--- src/rtl/rbs_pkg.sv ---
package rbs_pkg;

    localparam int FRAME_W  = 5;
    localparam int BITPOS_W = 3;
    localparam int NIB_W    = 4;
    localparam logic [BITPOS_W-1:0] LSB_POS = 3'd7;

    // nibble index of each signaling bit
    typedef enum logic [1:0] {
        SIG_D = 2'd0,
        SIG_C = 2'd1,
        SIG_B = 2'd2,
        SIG_A = 2'd3
    } sig_sel_e;

    typedef struct packed {
        logic                vld;
        logic                fbit;
        logic [FRAME_W-1:0]  frame;
        logic [BITPOS_W-1:0] bitpos;
        logic                data;
    } slot_t;

    function automatic logic is_sig_frame(input logic esf, input logic [FRAME_W-1:0] frame);
        logic hit;
        hit = (frame == 5'd6) || (frame == 5'd12);
        if (esf)
            hit = hit || (frame == 5'd18) || (frame == 5'd24);
        return hit;
    endfunction

    function automatic sig_sel_e sig_pick(input logic esf, input logic first_half,
                                          input logic [FRAME_W-1:0] frame);
        sig_sel_e s;
        if (esf) begin
            case (frame)
                5'd6:    s = SIG_A;
                5'd12:   s = SIG_B;
                5'd18:   s = SIG_C;
                default: s = SIG_D;
            endcase
        end else if (frame == 5'd6) begin
            s = first_half ? SIG_A : SIG_C;
        end else begin
            s = first_half ? SIG_B : SIG_D;
        end
        return s;
    endfunction

endpackage

--- src/rtl/rbs_bank.sv ---
module rbs_bank
    import rbs_pkg::*;
#(
    parameter int NCH = 24,
    parameter int CW  = 5
) (
    input  logic                        clk,
    input  logic                        rst,
    input  logic                        wr_en_i,
    input  logic [CW-1:0]               wr_chan_i,
    input  logic [NIB_W-1:0]            wr_nib_i,
    output logic [NCH-1:0][NIB_W-1:0]   bank_o
);

    logic [NCH-1:0][NIB_W-1:0] bank_q;
    logic                      in_range;

    assign in_range = (int'(wr_chan_i) < NCH);

    generate
        for (genvar c = 0; c < NCH; c++) begin : g_cell
            always_ff @(posedge clk) begin
                if (rst)
                    bank_q[c] <= '0;
                else if (wr_en_i && in_range && (int'(wr_chan_i) == c))
                    bank_q[c] <= wr_nib_i;
            end
        end
    endgenerate

    assign bank_o = bank_q;


    oob_write_ignored_chk: assert property (@(posedge clk) disable iff (rst)
        (wr_en_i && (int'(wr_chan_i) >= NCH)) |=> $stable(bank_q));

endmodule

--- src/rtl/rbs_hold.sv ---
module rbs_hold
    import rbs_pkg::*;
#(
    parameter int NCH = 24
) (
    input  logic                        clk,
    input  logic                        rst,
    input  logic                        esf_i,
    input  logic                        mf_start_i,
    input  logic [NCH-1:0][NIB_W-1:0]   bank_i,
    output logic [NCH-1:0][NIB_W-1:0]   hold_o,
    output logic                        first_half_o,
    output logic                        load_o
);

    logic [NCH-1:0][NIB_W-1:0] hold_q;
    logic                      half_q;
    logic                      load;

    // D4 loads only when half_q is clear; ESF loads at every start
    assign load = mf_start_i && (esf_i || !half_q);

    always_ff @(posedge clk) begin
        if (rst) begin
            hold_q <= '0;
            half_q <= 1'b0;
        end else begin
            if (load)
                hold_q <= bank_i;
            if (esf_i)
                half_q <= 1'b0;
            else if (mf_start_i)
                half_q <= ~half_q;
        end
    end

    assign hold_o       = hold_q;
    assign first_half_o = half_q;
    assign load_o       = load;


    hold_steady_chk: assert property (@(posedge clk) disable iff (rst)
        !load |=> $stable(hold_q));


    load_copies_bank_chk: assert property (@(posedge clk) disable iff (rst)
        load |=> (hold_q == $past(bank_i)));


    esf_clears_half_chk: assert property (@(posedge clk) disable iff (rst)
        esf_i |=> !half_q);

endmodule

--- src/rtl/rbs_insert.sv ---
module rbs_insert
    import rbs_pkg::*;
#(
    parameter int NCH = 24,
    parameter int CW  = 5
) (
    input  logic                        clk,
    input  logic                        rst,
    input  logic                        esf_i,
    input  logic                        first_half_i,
    input  slot_t                       slot_i,
    input  logic [CW-1:0]               chan_i,
    input  logic [NCH-1:0][NIB_W-1:0]   hold_i,
    output logic                        ser_o,
    output logic                        vld_o
);

    logic            rob;
    sig_sel_e        sel;
    logic [NIB_W-1:0] nib;
    logic            nxt;

    always_comb begin
        rob = slot_i.vld && !slot_i.fbit && (slot_i.bitpos == LSB_POS)
              && (int'(chan_i) < NCH) && is_sig_frame(esf_i, slot_i.frame);
        sel = sig_pick(esf_i, first_half_i, slot_i.frame);
        nib = (int'(chan_i) < NCH) ? hold_i[chan_i] : '0;
        if (!slot_i.vld)
            nxt = 1'b0;
        else if (rob)
            nxt = nib[sel];
        else
            nxt = slot_i.data;
    end

    always_ff @(posedge clk) begin
        if (rst) begin
            ser_o <= 1'b0;
            vld_o <= 1'b0;
        end else begin
            ser_o <= nxt;
            vld_o <= slot_i.vld;
        end
    end


    fbit_passthru_chk: assert property (@(posedge clk) disable iff (rst)
        (slot_i.vld && slot_i.fbit) |=> (vld_o && (ser_o == $past(slot_i.data))));


    idle_quiet_chk: assert property (@(posedge clk) disable iff (rst)
        !slot_i.vld |=> (!vld_o && !ser_o));

endmodule

--- src/rtl/rbs_tx_inserter.sv ---
module rbs_tx_inserter
    import rbs_pkg::*;
#(
    parameter int NCH = 24,
    localparam int CW = $clog2(NCH)
) (
    input  logic                 clk,
    input  logic                 rst,
    input  logic                 esf_mode_i,
    input  logic                 bit_vld_i,
    input  logic                 fbit_i,
    input  logic [FRAME_W-1:0]   frame_i,
    input  logic [CW-1:0]        chan_i,
    input  logic [BITPOS_W-1:0]  bitpos_i,
    input  logic                 ser_i,
    input  logic                 wr_en_i,
    input  logic [CW-1:0]        wr_chan_i,
    input  logic [NIB_W-1:0]     wr_nib_i,
    output logic                 ser_o,
    output logic                 vld_o,
    output logic                 upd_irq_o
);

    logic [NCH-1:0][NIB_W-1:0] bank;
    logic [NCH-1:0][NIB_W-1:0] hold;
    logic                      first_half;
    logic                      load;
    logic                      mf_start;
    slot_t                     slot;

    assign slot = '{vld: bit_vld_i, fbit: fbit_i, frame: frame_i,
                    bitpos: bitpos_i, data: ser_i};
    assign mf_start = bit_vld_i && fbit_i && (frame_i == 5'd1);

    rbs_bank #(.NCH(NCH), .CW(CW)) u_bank (
        .clk       (clk),
        .rst       (rst),
        .wr_en_i   (wr_en_i),
        .wr_chan_i (wr_chan_i),
        .wr_nib_i  (wr_nib_i),
        .bank_o    (bank)
    );

    rbs_hold #(.NCH(NCH)) u_hold (
        .clk          (clk),
        .rst          (rst),
        .esf_i        (esf_mode_i),
        .mf_start_i   (mf_start),
        .bank_i       (bank),
        .hold_o       (hold),
        .first_half_o (first_half),
        .load_o       (load)
    );

    rbs_insert #(.NCH(NCH), .CW(CW)) u_ins (
        .clk          (clk),
        .rst          (rst),
        .esf_i        (esf_mode_i),
        .first_half_i (first_half),
        .slot_i       (slot),
        .chan_i       (chan_i),
        .hold_i       (hold),
        .ser_o        (ser_o),
        .vld_o        (vld_o)
    );

    always_ff @(posedge clk) begin
        if (rst)
            upd_irq_o <= 1'b0;
        else
            upd_irq_o <= load;
    end


    irq_after_start_chk: assert property (@(posedge clk) disable iff (rst)
        upd_irq_o |-> $past(mf_start));

endmodule

--- config.mk ---
export PLATFORM = sky130hd
export DESIGN_NAME = rbs_tx_inserter
export DESIGN_NICKNAME = d
export VERILOG_FILES = /design/src/rtl/rbs_pkg.sv /design/src/rtl/rbs_bank.sv /design/src/rtl/rbs_hold.sv /design/src/rtl/rbs_insert.sv /design/src/rtl/rbs_tx_inserter.sv
export SDC_FILE = /design/constraint.sdc
export NUM_CORES = 1
export LEC_CHECK = 0
export CAP_MARGIN = 20
export CORE_ASPECT_RATIO = 0.7
export CORE_MARGIN = 4
export CORE_UTILIZATION = 26
export CTS_CLUSTER_SIZE = 20
export DETAILED_ROUTE_END_ITERATION = 10
export PLACE_DENSITY_LB_ADDON = 0.1
export REMOVE_ABC_BUFFERS = 1
export SLEW_MARGIN = 10
export SYNTH_ARGS = -nofsm -noshare
export SYNTH_HDL_FRONTEND = slang
export SYNTH_SLANG_ARGS = --single-unit
--- constraint.sdc ---
create_clock -name clk -period 2.8 [get_ports clk]
set_input_delay 0.42 -clock clk [delete_from_list [all_inputs] [get_ports clk]]
set_output_delay 0.42 -clock clk [all_outputs]
set_load 0.05 [all_outputs]
# [Yosys cells after proc, flatten, opt, wreduce, memory -nomap -nowiden]
# Cells that the tools add are included.
[word_totals] ff_bits=196 input_bits=29 output_inout_bits=3 wordCells=140
[classes] order_cmp=4 eq_ne=29 mux=12 bitwise_logic=2 n_reduce_logical=41
[ops] cell="$eq A5 B5 Y1 const B" count=18
[ops] cell="$logic_and A1 B1 Y1" count=32
[ops] cell="$eq A5 B4 Y1 const B" count=5
[ops] cell="$bmux W4 S5" count=1
[ops] cell="$eq A5 B3 Y1 const B" count=3
[ops] cell="$lt A5 B5 Y1 const B" count=2
[ops] cell="$mux W2" count=4
[ops] cell="$mux W4" count=2
[ops] cell="$lt A5 B6 Y1 const B" count=1
[ops] cell="$pmux W2 S3" count=1
[ops] cell="$eq A5 B1 Y1 const B" count=1
[ops] cell="$eq A5 B2 Y1 const B" count=1
[ops] cell="$logic_not A5 Y1" count=1
[ops] cell="$logic_or A1 B1 Y1" count=4
[ops] cell="$reduce_or A2 Y1" count=2
[ops] cell="$eq A3 B3 Y1 const B" count=1
[ops] cell="$lt A2 B3 Y1 const B" count=1
[ops] cell="$mux W1" count=3
[ops] cell="$bmux W1 S2" count=1
[ops] cell="$logic_not A1 Y1" count=2
[ops] cell="$not A1 Y1" count=2

# [Logic depth before layout (Yosys ltp)]
# Gate-level depths: netlist of run 1.
[depth] ltp_word=7 depth_mapped=9 depth_no_buf=6

# [Hierarchy]
# Synthesis of run 1 repeated with hierarchy kept, for this count alone.
[unflattened] cells_unflattened=859 hier_area_um2=9183.8
[modules_own_cells] mod="rbs_hold" n_inst=1 cells_per_inst=421 area_per_inst_um2=4330.4 seq_area_each_um2=1941.9
[modules_own_cells] mod="rbs_bank" n_inst=1 cells_per_inst=349 area_per_inst_um2=3827.4 seq_area_each_um2=1921.8
[modules_own_cells] mod="rbs_insert" n_inst=1 cells_per_inst=84 area_per_inst_um2=975.9 seq_area_each_um2=40.0
[modules_own_cells] mod="rbs_tx_inserter" n_inst=1 cells_per_inst=5 area_per_inst_um2=50.0 seq_area_each_um2=20.0

# [Least setup slack after synthesis of run 1]
# No wires, ideal clock.
[synth_timing] kind="input -> register" startpoint="input port frame_i[2]" endpoint="register u_ins.ser_o" setup_time_ns=0.103 arrival_time_ns=1.882 required_ns=2.697 setup_slack_ns=0.815 path_stages=7 n_path_buf=1 cell_sequence="nand3b_4 -> a2111oi_4 -> buf_6 -> mux2_2 -> nand2_1 -> nand4_1 -> a2111oi_2"
[synth_between] elab_chain_cells=7
[synth_lines] element="start: declaration" line_no="rbs_tx_inserter.sv:12" source="input logic [FRAME_W-1:0] frame_i,"
[synth_lines] element="branches (longest 6 deep; another with $eq A5 B5 Y1)"
[synth_lines] element="$mux W1 *" line_no="rbs_insert.sv:30" source="else if (rob)"
[synth_lines] element="end signal: assignment" line_no="rbs_insert.sv:41" source="ser_o <= nxt;"
[synth_lines] element="end: declaration" line_no="rbs_insert.sv:14" source="output logic ser_o,"
# Mark *: on every way between the ends. The select of a mux whose other input is x is not followed.
# A chain may end at the register's enable or synchronous reset.

# [Final worst setup path of run 1]
[layout_timing] startpoint="input port frame_i[4]" endpoint="register u_ins.ser_o"
# Same word-level chain as after synthesis.

==> qor.csv, run 1 <==
metric,value,unit
p_sw_frac,0.233,
fin_area,9450,µm²
grt_max_degree,86,
htree_levels,4,
drc_errors,0,
post-place-ws,0.144,ns
maxSlewViolCount,0,
critPathLaunchType,primary input,
regArea,3920,µm²
io_buffer_count,31,
area_growth,18.0,%
crit_type,in2reg,
synth_edf_count,0,
clk_latency,0.45,ns
vias_per_cell,4.54,
fin_crit,2.21,ns
dieArea,33700,µm²
holdBufCountCts,0,
fillers,3257,
vdd_drop_max,0.368,mV
vias,6190,
pwr-share-comb,0.056,
ys_seq_area_frac,0.490,
hpwl,15.2,mm
arrival,2.55,ns
clkPwrFrac,0.446,
grt_usage,0.146,
power.leakage,3.19,nW
cp-end-kind,register,
ys_ff_latch,196,
sequentialPowerShare,0.498,
p_per_area,595,nW/µm²
synth_top_flop_cell,dfxtp_1,
slew_headroom,0.522,
syn_inst,923,
die_w,218,µm
syn_area,8010,µm²
hold_path_depth,2,
wirelength,24.1,mm
grt_pass1_wl,37.0,mm
cts_tree,done,
detail-route-antenna-nets,0,
ios,32,
die_h,155,µm
cts_buffers,17,
dr.pass1.iters,4,
place_area,8860,µm²
outcome,completed,
diodes,0,
required,3.14,ns
synth.distinct_cells,45,
drive_above_1_share,0.103,
final-setup-viol-count,0,
core_area,30200,µm²
r2r_setup_slack,0.88,ns
yosys_warnings,0,
fmax,453,MHz
clk_path_buf_depth,2,
r2r_cells,6,
row_count,53,
skew,0.0113,ns
routedWlPerCell,17.7,µm
cts_setup_buffers,0,
grt_pass1_vias,5867,
grt_setup_unrepaired,false,
cts_root_buffer,clkbuf_16,
maxCapViolCount,0,
finalHoldViolCount,0,
numClockSinks,196,
multi_input_comb_area,3750,µm²
ys_async_sr_fraction,0,
hp-class,reg2reg,
critPathMaxFanout,11,
syn_avg_cell_area,8.68,µm²
grt.overflow.total,0,
fin_ws,0.592,ns
clk_pin_slew_worst_paths,0.07,ns
cts-resized-gates,0,
initial_core_util,0.265,
netSwitchingPower,0.00131,W
worst_slew_pin_slew,0.717,ns
fin_crit_sh,0.788,
drtIter0Drc,457,
grt_antenna_before_repair,0,
gp_congestion,0.772,
nNetsFinal,967,
p_int,0.00432,W
critical path, cell delays in order:
cell	delay (ns)
clkdlybuf4s50_1	0.48
nand2b_1	0.25
a2111oi_4	0.32
buf_4	0.25
mux2_2	0.35
nand2_1	0.07
nand4_1	0.12
a2111oi_2	0.29
layout by cell type (no fill, tap or decap), drive strengths merged, types with 5 or more instances in the layout:
master,Yosys,layout
nor2,78,78
clkinv,0,5
buf,13,40
nand2,245,245
clkdlybuf4s50,0,29
mux2i,84,84
a21oi,133,133
nor2b,5,5
clkbuf,60,23
nand2b,10,10
dfxtp,196,196
nand3,39,39
mux4,15,15
cells by family after synthesis:
family | Yosys count | share of synthesized area
AO/OA/AOI/OAI | 149 | 0.102
XOR/XNOR | 2 | 0.00219
buffers and inverters | 75 | 0.0445
multiplexers | 101 | 0.150
AND/OR/NAND/NOR | 400 | 0.211
flip-flops | 196 | 0.490
per-stage QoR:
step / hold slack (ns) / TNS, ns / power, W / instances / util
global placement: 0.442 / 0 / 0.00319 / 1331 / 0.294
CTS: 0.450 / 0 / 0.00572 / 1362 / 0.313
floorplan: 0.425 / -150.73 / 0.00296 / 850 / -
global route: 0.468 / 0 / 0.00585 / 1362 / 0.313
finish: 0.445 / 0 / 0.00563 / 1362 / 0.313
detailed placement: 0.443 / 0 / 0.00319 / 1331 / 0.294
flip-flops by register name, summed over array words and instances (netlist names):
name and cells:
u_bank.bank_o 96, u_hold.hold_o 96, u_hold.first_half_o 1, u_ins.ser_o 1
u_ins.vld_o 1, upd_irq_o 1
cell type report:
cell class,count,area share
clock inverter,8,0.0106
clock buffer,23,0.0516
tap,412,0.0545
inverter,2,0.000794
multi-input combinational,652,0.397
timing repair buffer,69,0.0706
sequential,196,0.415
cells in the mapped netlist (2+ instances only):
cell type,count,area share
nand2_1,245,0.11
dfxtp_1,196,0.49
a21oi_1,133,0.083
mux2i_1,84,0.10
nor2_1,78,0.037
clkbuf_1,57,0.027
nand3_1,39,0.024
mux4_2,14,0.039
nand2b_1,10,0.0078
buf_2,6,0.0037
nor2b_1,5,0.0039
buf_6,4,0.0056
nor3_1,4,0.0025
a31oi_1,3,0.0023
clkbuf_8,3,0.0052
nor4b_1,3,0.0033
o22ai_1,3,0.0023
buf_4,2,0.0019
inv_1,2,0.00094
mux2_2,2,0.0028
nand4_1,2,0.0016
nor4_1,2,0.0016
o32ai_1,2,0.0022
or2_2,2,0.0016
xnor2_1,2,0.0022
power groups by stage:
| stage | registers (W) | clock network [W] | logic, W |
|---|---|---|---|
| global placement | 0.00287 | 0 | 0.000323 |
| CTS | 0.00280 | 0.00260 | 0.000322 |
| global route | 0.00280 | 0.00271 | 0.000341 |
| finish | 0.00280 | 0.00251 | 0.000316 |
| detailed placement | 0.00287 | 0 | 0.000320 |
| floorplan | 0.00287 | 0 | 0.0000860 |
metal layers:
layer | GRT usage | part of all wire | routed length (µm) | vias to the layer above
li1 | - | - | - | 3139
met1 | 0.232 | 0.55 | 13200 | 2947
met2 | 0.196 | 0.40 | 9620 | 92
met3 | 0.0297 | 0.041 | 983 | 12
met4 | 0.0415 | 0.0096 | 231 | 0
met5 | 0 | 0 | 0 | -
worst paths after layout:
| path | start | end |
|---|---|---|
| max | frame_i[4] | u_ins.ser_o |
| min | u_bank.bank_o[50] | u_hold.hold_o[50] |
| max reg2reg | u_hold.hold_o[43] | u_ins.ser_o |
| min reg2reg | u_bank.bank_o[50] | u_hold.hold_o[50] |
Note: power is estimated with default switching activity, not from simulation.
==> run 2, diff against run 1 <==
- clock period: 2.8 -> 2.2 ns (I/O delays scaled with it)
==> run 2 against run 1 <==
  * Sequential cell count did not move
  * Sequential power grew 27%
  * Final cell count up 3.3%
  * Critical path type unchanged
  * Clock power grew 32%
  * Die area unchanged
  * Register-to-register slack worse by 0.44 ns
==> qor.csv, run 2 (synthesis results as in run 1) <==
metric,value,unit,change
routedWlPerCell,17.0,µm,-3.6%
fmax,488,MHz,
drtIter0Drc,442,,-3.3%
critPathLaunchType,primary input,,
wirelength,23.9,mm,-0.47%
grt_pass1_wl,37.6,mm,+1.5%
cp-end-kind,register,,
detail-route-antenna-nets,0,,unchanged
holdCritStartpoint,rst,,
regArea,3920,µm²,unchanged
clk_pin_slew_worst_paths,0.07,ns,about the same
arrival,2.39,ns,-0.16 ns
grt_setup_unrepaired,false,,
p_sw_frac,0.229,,-0.00362
final_util,0.329,,+0.0161
p_int,0.00565,W,+31%
dp_cells,1376,,+3.4%
pwr-share-comb,0.060,,+0.004
die_h,155,µm,unchanged
final-setup-viol-count,0,,unchanged
cts_root_buffer,clkbuf_16,,
maxSlewViolCount,0,,unchanged
p_per_area,738,nW/µm²,+24%
vias_per_cell,4.47,,-1.7%
outcome,completed,,
final_cell_mix,"nand2_1, dfxtp_1, a21oi_1, mux2i_1, nor2_1",,
rr_endpoint,u_ins.ser_o,,
reg2reg_from,u_hold.hold_o[24],,
nNetsFinal,1012,,+4.7%
r2r_cells,5,,-1
fillers,3214,,-1.3%
clkPwrFrac,0.453,,+0.007
grt_pass1_vias,6113,,+4.2%
finalHoldViolCount,0,,unchanged
cts_tree,done,,
hp-class,in2reg,,
final_common_cell,nand2_1,,
layout.cells.non_filler,1407,,+3.3%
diodes,0,,unchanged
maxCapViolCount,0,,unchanged
holdPathEnd,u_bank.bank_o[47],,
grt_usage,0.147,,+0.000612
vdd_drop_max,0.437,mV,+19%
row_count,53,,unchanged
sequentialPowerShare,0.486,,-0.012
die_w,218,µm,unchanged
area_growth,24.1,%,
cts_setup_buffers,0,,unchanged
grt.overflow.total,0,,unchanged
critPathMaxFanout,6,,-5
initial_core_util,0.265,,unchanged
grt_max_degree,63,,-27%
numClockSinks,196,,unchanged
cts-resized-gates,0,,unchanged
hpwl,16.0,mm,+5.4%
clk_path_buf_depth,2,,unchanged
multi_input_comb_area,3750,µm²,unchanged
clk_latency,0.44,ns,about the same
drive_above_1_share,0.143,,+0.0396
grt_antenna_before_repair,0,,unchanged
power.leakage,3.46,nW,+8.3%
dieArea,33700,µm²,unchanged
dr.pass1.iters,4,,unchanged
required,2.54,ns,-0.60 ns
io_buffer_count,31,,unchanged
gp_congestion,0.780,,+1.1%
holdBufCountCts,0,,unchanged
r2r_setup_slack,0.44,ns,-0.44 ns
htree_levels,4,,unchanged
fin_crit,2.05,ns,
core_area,30200,µm²,unchanged
hold_path_depth,2,,unchanged
ios,32,,unchanged
finalPower,0.00733,W,+30%
fin_crit_sh,0.931,,
vias,6285,,+1.5%
netSwitchingPower,0.00168,W,+28%
slew_headroom,0.625,,+0.103
drc_errors,0,,unchanged
cts_buffers,17,,unchanged
worst_slew_pin_slew,0.561,ns,-0.156 ns
crit_type,in2reg,,
skew,0.00668,ns,-0.00461 ns
==> run 2: layout make-up <==
cell class / count / area share
well taps: 412 / 0.0519
clock buffers: 24 / 0.0495
inverters: 2 / 0.000755
multi-input cells: 652 / 0.377
flip-flops and latches: 196 / 0.395
clock inverters: 7 / 0.0121
repair buffers: 114 / 0.114
==> run 2: worst max-delay path by stage <==
stage	from	end	slack, ns
after floorplan	frame_i[1]	u_hold.hold_o[0]	-2.08
after global placement	frame_i[4]	u_ins.ser_o	-0.28
after detailed placement	frame_i[4]	u_ins.ser_o	-0.27
after CTS	frame_i[4]	u_ins.ser_o	0.18
after global routing	frame_i[4]	u_ins.ser_o	0.06
final	frame_i[4]	u_ins.ser_o	0.15
==> run 2: power groups by stage <==
stage | Sequential (W) | Clock, W | Combinational [W]
after detailed placement | 0.00365 | 0 | 0.000445
after CTS | 0.00357 | 0.00341 | 0.000448
final | 0.00357 | 0.00332 | 0.000442
after global routing | 0.00357 | 0.00356 | 0.000478
after global placement | 0.00365 | 0 | 0.000449
after floorplan | 0.00365 | 0 | 0.000109
==> run 2: metrics by stage <==
step,worst slack (ns),instance area (µm²),TNS [ns],hold slack [ns]
finish,0.151,9940,0,0.272
global route,0.0571,9940,0,0.268
detailed placement,-0.272,9330,-0.933,0.443
CTS,0.181,9940,0,0.251
floorplan,-2.08,7660,-199.96,0.397
global placement,-0.282,9330,-3.61,0.442
==> run 2: layer usage <==
layer	up-vias	global-route usage	wire length [µm]
met3	22	0.0295	1220
met1	2937	0.236	13200
li1	3229	-	-
met2	97	0.195	9310
met5	-	0	0
met4	0	0.0388	260
==> run 2: critical path, stage by stage <==
cell and delay [ns]:
clkdlybuf4s50_1 0.48, nand2b_1 0.23, a2111oi_4 0.39, buf_12 0.16
mux2_2 0.33, nand2_1 0.07, nand4_1 0.11, a2111oi_2 0.29
